==> config.mk <==
export PLATFORM = sky130hd
export DESIGN_NAME = nack_stop_gen
export DESIGN_NICKNAME = d
export VERILOG_FILES = /design/src/rtl/nack_pkg.sv /design/src/rtl/nack_qualify.sv /design/src/rtl/nack_window_timer.sv /design/src/rtl/nack_line_driver.sv /design/src/rtl/nack_stop_gen.sv
export SDC_FILE = /design/constraint.sdc
export NUM_CORES = 1
export LEC_CHECK = 0
export BUFFER_PORTS_ARGS = -buffer_cell sky130_fd_sc_hd__buf_4
export CAP_MARGIN = 0
export CORE_AREA = 3 3 40 42
export CTS_CLUSTER_SIZE = 16
export DETAILED_ROUTE_END_ITERATION = 6
export DIE_AREA = 0 0 43 45
export GPL_TIMING_DRIVEN = 0
export PLACE_DENSITY_LB_ADDON = 0.2
export SYNTH_ARGS = -nofsm -noshare
export SYNTH_HDL_FRONTEND = slang
export SYNTH_SLANG_ARGS = --single-unit
export TNS_END_PERCENT = 100
==> constraint.sdc <==
create_clock -name clk -period 2.7 [get_ports clk]
set_clock_uncertainty 0.1 [all_clocks]
set_input_delay 0.135 -clock clk [delete_from_list [all_inputs] [get_ports clk]]
set_output_delay 0.135 -clock clk [all_outputs]
set_load 0.02 [all_outputs]
==> src/rtl/nack_pkg.sv <==
package nack_pkg;

   typedef enum logic [1:0] {
      LEN_5 = 2'b00,
      LEN_6 = 2'b01,
      LEN_7 = 2'b10,
      LEN_8 = 2'b11
   } data_len_e;

   typedef struct packed {
      logic      en;
      data_len_e len;
      logic      stop_two;
      logic      perr;
   } frame_cfg_t;

endpackage

==> src/rtl/nack_qualify.sv <==
module nack_qualify
   import nack_pkg::*;
#(
   parameter data_len_e REQ_LEN  = LEN_8,
   parameter bit        REQ_STOP = 1'b1
) (
   input  frame_cfg_t cfg,
   output logic       arm
);

   always_comb begin
      arm = cfg.en && cfg.perr &&
            (cfg.len == REQ_LEN) && (cfg.stop_two == REQ_STOP);
   end

endmodule

==> src/rtl/nack_window_timer.sv <==
module nack_window_timer #(
   parameter int LEAD_TICKS = 8,
   parameter int WIN_TICKS  = 24,
   localparam int END_TICK  = LEAD_TICKS + WIN_TICKS,
   localparam int CW        = $clog2(END_TICK + 1)
) (
   input  logic clk,
   input  logic rst_n,
   input  logic tick,
   input  logic start,
   input  logic arm,
   output logic window
);

   logic          active_q;
   logic [CW-1:0] cnt_q;

   always_ff @(posedge clk or negedge rst_n) begin
      if (!rst_n) begin
         active_q <= 1'b0;
         cnt_q    <= '0;
      end else if (start) begin
         active_q <= arm;
         cnt_q    <= '0;
      end else if (active_q && tick) begin
         if (cnt_q == CW'(END_TICK - 1)) begin
            active_q <= 1'b0;
            cnt_q    <= '0;
         end else begin
            cnt_q <= cnt_q + 1'b1;
         end
      end
   end

   always_comb begin
      window = active_q && (cnt_q >= CW'(LEAD_TICKS));
   end

endmodule

==> src/rtl/nack_line_driver.sv <==
module nack_line_driver #(
   parameter bit OUT_REG = 1'b1
) (
   input  logic clk,
   input  logic rst_n,
   input  logic window,
   output logic oe,
   output logic lvl
);

   logic drv;

   generate
      if (OUT_REG) begin : g_reg
         always_ff @(posedge clk or negedge rst_n) begin
            if (!rst_n) drv <= 1'b0;
            else        drv <= window;
         end
      end else begin : g_comb
         always_comb drv = window;
      end
   endgenerate

   always_comb begin
      oe  = drv;
      lvl = !drv;
   end

endmodule

==> src/rtl/nack_stop_gen.sv <==
module nack_stop_gen
   import nack_pkg::*;
#(
   parameter int OVERSAMPLE = 16,
   parameter int STOP_BITS  = 2,
   parameter int LEAD_TICKS = OVERSAMPLE / 2,
   parameter bit OUT_REG    = 1'b1,
   localparam int WIN_TICKS = STOP_BITS * OVERSAMPLE - LEAD_TICKS
) (
   input  logic       clk,
   input  logic       rst_n,
   input  logic       tick_x16,
   input  logic       stop_begin,
   input  logic       parity_bad,
   input  logic       cfg_nack_en,
   input  logic [1:0] cfg_len,
   input  logic       cfg_stop_two,
   output logic       line_oe,
   output logic       line_lvl
);

   generate
      if (OVERSAMPLE < 4) begin : g_bad_os
         $error("OVERSAMPLE must be at least 4");
      end
      if (LEAD_TICKS < 1 || WIN_TICKS < 1) begin : g_bad_win
         $error("window must have a lead and a length of at least one tick");
      end
   endgenerate

   frame_cfg_t cfg;
   logic       arm;
   logic       window;

   always_comb begin
      cfg.en       = cfg_nack_en;
      cfg.len      = data_len_e'(cfg_len);
      cfg.stop_two = cfg_stop_two;
      cfg.perr     = parity_bad;
   end

   nack_qualify #(
      .REQ_LEN  (LEN_8),
      .REQ_STOP (1'b1)
   ) u_qual (
      .cfg (cfg),
      .arm (arm)
   );

   nack_window_timer #(
      .LEAD_TICKS (LEAD_TICKS),
      .WIN_TICKS  (WIN_TICKS)
   ) u_timer (
      .clk    (clk),
      .rst_n  (rst_n),
      .tick   (tick_x16),
      .start  (stop_begin),
      .arm    (arm),
      .window (window)
   );

   nack_line_driver #(
      .OUT_REG (OUT_REG)
   ) u_drv (
      .clk    (clk),
      .rst_n  (rst_n),
      .window (window),
      .oe     (line_oe),
      .lvl    (line_lvl)
   );

endmodule

==> summary.txt, run 1 <==
Power
  • Lkg Pwr: 0.000247 µW
  • Share of power burned in registers: 0.513
  • Internal: 183 µW
  • PwrDens: 431 nW/µm²
  • P_sw: 53.5 µW
  • Comb pwr share: 0.088
  • Sw Share: 0.226
  • Clock Power Share: 0.399
  • VDD IR max: 178 µV

Synthesis
  • Area contributors post-synth: dfrtp_1 49%, ha_1 6.1%, inv_1 5.5%, a21oi_1 4.9%, nand2_1 4.6%
  • Netlist cell types: 18
  • Mapped Nets: 56
  • Synthesized area per cell: 9.15 µm²
  • Yosys reg bits: 8
  • Synth area leader: dfrtp_1
  • Synth warnings: 0
  • Post-synthesis cell area: 412 µm²
  • Area fraction of the dominant cell type after synthesis: 0.486
  • Sequential-to-total area share from yosys stat: 0.486
  • Synth Instances: 45

Worst hold path
  • HP Start: cfg_len[0]
  • Hold endpoint: u_timer.active_q
  • Worst hold path depth: 3
  • Hold Crit Class: primary input to register

Global route
  • Met2 GRT Util: 0.159
  • First-pass GRT wire length: 1.49 mm
  • Most used routing layer: met2
  • Largest net degree at the start of global routing: 9
  • Vias in the first global route: 343
  • GRT met3 Usage: 0.0239
  • Total track usage: 0.107
  • Overflow after GRT: 0
  • Initial antenna violation count: 0
  • GR met1 Demand/Resource: 0.133

Finish
  • P&R area growth vs syn: 33.1%
  • Fill count: 132
  • Nets: 73
  • Share of layout cells above drive strength 1: 0.233
  • Most common cell after layout, fill and taps aside: buf_4
  • Antenna diodes: 0
  • Fin area: 548 µm²
  • Most frequent cells in the layout: 10 x buf_4, 8 x dfrtp_1, 6 x inv_1

Worst setup path
  • CP required: 2.73 ns
  • Crit Reg-Reg Endpoint: u_timer.active_q
  • Reg-to-reg slack, setup: 1.17 ns
  • CP arrival: 1.56 ns
  • CP max FO: 4
  • Reg2reg start: u_timer.cnt_q[1]
  • R2R depth: 4
  • Crit path kind: register to register
  • Worst Setup End Kind: register
  • CP Launch Type: register

Floorplanning
  • DIE WIDTH: 43 µm
  • Row cnt: 13
  • Die height: 45 µm
  • Initial Util: 0.320
  • Core area: 1280 µm²
  • # IOs: 11
  • DIE AREA: 1940 µm²

Detailed routing
  • Via density: 5.01
  • DRC: 0
  • Drt pass-1 iters: 4
  • DRT Wirelength: 865 µm
  • Via count of the routed design: 376
  • DRT antenna net count: 0
  • WL per Instance: 11.5 µm
  • Initial drt markers: 10

STA
  • RSZ-0062 raised after global routing: false
  • Hold Slack: 0.0295 ns
  • Max-slew violations: 0
  • Final min period: 1.53 ns
  • Measured slew at the worst slew-check pin: 0.445 ns
  • Setup_tns: 0 ns
  • Final Hold Fails: 0
  • Relative slew slack: 0.701
  • Max Clk Rate: 0.652 GHz
  • Setup violators final: 0
  • Fin crit share: 0.568

Status
  • Status: finished clean

CTS
  • Post-CTS Setup Repair Bufs: 0
  • CTS tree: done
  • Worst-Skew Late Latency: 0.26 ns
  • CTS Buf Count: 3
  • Root buffer cell: clkbuf_4
  • Clock Tree Buf Depth: 2
  • H-tree levels: 1
  • Clk sinks: 8
  • Worst-path clk slew: 0.06 ns

Placed design
  • HPWL Detailed: 624 µm
  • GPL Wtd Cong: 0.723
  • Placed Area: 505 µm²
  • IO buf count: 10

Run
  • Max cap viols: 0
==> cells in the mapped netlist <==
master,n
or3_1,2
nand3_1,3
inv_1,6
nor3_1,1
o21ai_0,2
o22ai_1,1
a21oi_1,4
dfrtp_1,8
nor2_1,4
xor2_1,1
ha_1,2
xnor2_1,1
o31ai_1,1
o41ai_1,1
nand2_1,5
nand4_1,1
o311ai_0,1
nand4_2,1
==> sequential cells by signal, indices dropped and copies added (netlist names) <==
register and count:
u_timer.cnt_q 6, u_drv.oe 1, u_timer.active_q 1
==> per-layer routing <==
layer  routed length (µm)  share of wire
met1                  404           0.47
met2                  380           0.44
met3                   63          0.073
met4                   16          0.018
met5                    0              0
==> what timing repair did <==
item | CTS | global route
hold endpoints to repair | 10 | 0
hold buffers | 2 | 0
resized for setup | 0 | 0
==> critical path, stage by stage (launching register included) <==
cell	delay (ns)
dfrtp_1	0.39
ha_1	0.20
nand4_2	0.14
o31ai_1	0.45
o22ai_1	0.13
==> kinds of logic after synthesis <==
logic type | synth area share
compound gates | 0.149
simple gates | 0.207
fa+ha+maj | 0.0608
flops | 0.486
xor+xnor | 0.0426
buf+inv | 0.0547
==> through the flow <==
step	std cells	util	worst slack (ns)	power (µW)
2_1_floorplan	45	-	1.38	128
3_3_place_gp	70	0.393	1.17	142
3_5_place_dp	70	0.393	1.16	142
4_1_cts	75	0.426	1.15	239
5_1_grt	75	0.426	1.05	245
6_report	75	0.426	1.17	236
==> worst max-delay path by stage <==
stage / depth (start not counted) / slack [ns] / from / end
2_1_floorplan: 4 / 1.38 / u_timer.cnt_q[1] / u_timer.active_q
3_3_place_gp: 4 / 1.17 / u_timer.cnt_q[1] / u_timer.active_q
3_5_place_dp: 4 / 1.16 / u_timer.cnt_q[1] / u_timer.active_q
4_1_cts: 4 / 1.15 / u_timer.cnt_q[1] / u_timer.active_q
5_1_grt: 4 / 1.05 / u_timer.cnt_q[1] / u_timer.active_q
6_report: 4 / 1.17 / u_timer.cnt_q[1] / u_timer.active_q
==> area by class of cell <==
class                   instances  area, µm²  share of cell area
repair buffers                 12       95.1               0.174
inverters                       6       22.5              0.0411
flip-flops and latches          8        200               0.365
well taps                      15       18.8              0.0342
clock buffers                   3       22.5              0.0411
multi-input cells              31        189               0.345
==> power by group through the flow <==
stage,sequential (µW),combinational (µW),clock [µW]
after floorplan,123,4.31,0
after global routing,121,23.7,100
after CTS,121,21.2,96.6
final,121,20.8,94.2
after global placement,123,18.8,0
after detailed placement,123,18.9,0
No activity file was read; power rests on OpenSTA's default activity.
==> run 2, diff against run 1 <==
Clock period 2.7 ns to 1.42 ns, I/O delays scaled along.
==> summary.txt, run 2 (synthesis gave the netlist of run 1 again) <==
STA
  • Relative slew slack: 0.767 (was 0.701)
  • Final min period: 1.40 ns (was 1.53 ns)
  • Measured slew at the worst slew-check pin: 0.346 ns (was 0.445 ns)
  • Setup violators final: 0 (unchanged)
  • Fin crit share: 0.983 (was 0.568)
  • Max Clk Rate: 0.716 GHz (was 0.652 GHz)
  • Max-slew violations: 0 (unchanged)
  • Final Hold Fails: 0 (unchanged)
  • Hold Slack: 0.0110 ns (was 0.0295 ns)

Finish
  • Non-filler cells, final: 80 (was 75)
  • Most common cell after layout, fill and taps aside: buf_4 (unchanged)
  • Share of layout cells above drive strength 1: 0.292 (was 0.233)
  • End-of-flow core utilization: 0.487 (was 0.426)
  • Antenna diodes: 0 (unchanged)
  • P&R area growth vs syn: 52.0% (was 33.1%)
  • Largest Register: u_timer.cnt_q (unchanged)
  • Max reg flops: 6 (unchanged)
  • Nets: 78 (was 73)
  • Most frequent cells in the layout: 11 x buf_4, 7 x dfrtp_1, 6 x inv_1, 6 x dlygate4sd3_1, 5 x nand2_1 (was 10 x buf_4, 8 x dfrtp_1, 6 x inv_1)

CTS
  • CTS tree: done (unchanged)
  • Worst-Skew Late Latency: 0.25 ns (was 0.26 ns)
  • Root buffer cell: clkbuf_4 (unchanged)
  • Clk sinks: 8 (unchanged)
  • Clock Tree Buf Depth: 2 (unchanged)
  • Worst-path clk slew: 0.06 ns (about the same)
  • H-tree levels: 1 (unchanged)
  • CTS Buf Count: 3 (unchanged)

Detailed routing
  • Via count of the routed design: 386 (was 376)
  • Drt pass-1 iters: 4 (unchanged)
  • DRC: 0 (unchanged)
  • Via density: 4.83 (was 5.01)
  • DRT Wirelength: 939 µm (was 865 µm)
  • WL per Instance: 11.7 µm (was 11.5 µm)
  • Initial drt markers: 7 (was 10)
  • DRT antenna net count: 0 (unchanged)

Placed design
  • Placed cells: 70 (unchanged)
  • HPWL Detailed: 624 µm (unchanged)
  • IO buf count: 10 (unchanged)
  • GPL Wtd Cong: 0.723 (unchanged)

Worst setup path
  • Worst path top cell family by delay: simple AND/OR/NAND/NOR gates (was compound AO/OA/AOI/OAI gates)
  • CP max FO: 4 (unchanged)
  • CP max stage delay: 0.39 ns (was 0.45 ns)
  • Buf/Inv on CP: 0 (unchanged)
  • Reg2reg start: u_timer.cnt_q[1] (unchanged)
  • Worst path cell trace: ha_2, nand4_4, or3_1, a21oi_2 (was ha_1, nand4_2, o31ai_1, o22ai_1)
  • Slowest CP cell: dfrtp_1 (was o31ai_1)
  • CP required: 1.50 ns (was 2.73 ns)
  • Worst setup path start: u_timer.cnt_q[1] (unchanged)
  • CP arrival: 1.48 ns (was 1.56 ns)
  • Crit path kind: register to register (unchanged)
  • CP Launch Type: register (unchanged)
  • Worst Setup End Kind: register (unchanged)

Power
  • PwrDens: 733 nW/µm² (was 431 nW/µm²)
  • Lkg Pwr: 0.000268 µW (was 0.000247 µW)
  • VDD IR max: 354 µV (was 178 µV)

Run
  • Max cap viols: 0 (unchanged)

Floorplanning
  • DIE AREA: 1940 µm² (unchanged)
  • Core area: 1280 µm² (unchanged)
  • # IOs: 11 (unchanged)
  • DIE WIDTH: 43 µm (unchanged)
  • Row cnt: 13 (unchanged)
  • Die height: 45 µm (unchanged)
  • Initial Util: 0.320 (unchanged)

Status
  • Status: finished clean (unchanged)

Global route
  • Total track usage: 0.113 (was 0.107)
  • Largest net degree at the start of global routing: 9 (unchanged)
  • Initial antenna violation count: 0 (unchanged)
  • Overflow after GRT: 0 (unchanged)
  • First-pass GRT wire length: 1.57 mm (was 1.49 mm)
  • Vias in the first global route: 361 (was 343)

Worst hold path
  • HP Start: tick_x16 (was cfg_len[0])
  • Hold Crit Class: primary input to register (unchanged)
-- run 2: path summary, 6_finish.rpt --
path | end | slack, ns | cells past startpoint
worst max-delay path | u_timer.cnt_q[4] | 0.02 | 4
worst min-delay path | u_timer.cnt_q[1] | 0.01 | 3
worst max register to register | u_timer.cnt_q[4] | 0.02 | 4
worst min register to register | u_drv.oe | 0.45 | 2
max in group asynchronous | u_timer.active_q | 1.01 | 2
min in group asynchronous | u_timer.cnt_q[1] | 0.07 | 2
-- run 2: layout make-up --
| class | instances | area [µm²] |
|---|---|---|
| Timing Repair Buffer | 17 | 143 |
| Sequential cell | 8 | 201 |
| Clock buffer | 3 | 22.5 |
| Tap cell | 15 | 18.8 |
| Multi-Input combinational cell | 31 | 218 |
| Fill cell | 125 | 659 |
| Inverter | 6 | 22.5 |
-- run 2: stage by stage --
| step | total power, µW | TNS, ns | cell area [µm²] | setup WS [ns] |
|---|---|---|---|---|
| CTS | 465 | 0 | 602 | 0.0131 |
| global route | 479 | -0.0246 | 626 | -0.0246 |
| detailed placement | 271 | -0.295 | 505 | -0.125 |
| floorplan | 243 | 0 | 412 | 0.0972 |
| finish | 458 | 0 | 626 | 0.0236 |
| global placement | 270 | -0.246 | 505 | -0.109 |
-- run 2: per-layer routing --
metal	vias to the layer above	GRT usage	part of all wire
li1	197	-	-
met1	172	0.135	0.43
met2	15	0.177	0.49
met3	2	0.0239	0.070
met4	0	0.0904	0.011
met5	-	0	0
-- run 2: tightest hold or removal path: cells and delay by family --
family | cells | cell delay, ns
AOI/OAI and AO/OA | 1 | 0.05
buffers and inverters | 1 | 0.13
and+or+nand+nor | 1 | 0.07
-- run 2: what timing repair did --
item | CTS | global route
hold endpoints to repair | 12 | 0
resized for setup | 2 | 4
pin swaps | 0 | 2
hold buffers | 6 | 0
setup endpoints to repair | 3 | 4
buffers inserted | 0 | 1
-- run 2: power by group --
part	switching, µW	internal, µW
logic	21.3	29.7
registers	1.62	229
clock network	79.6	96.9
total	103	356
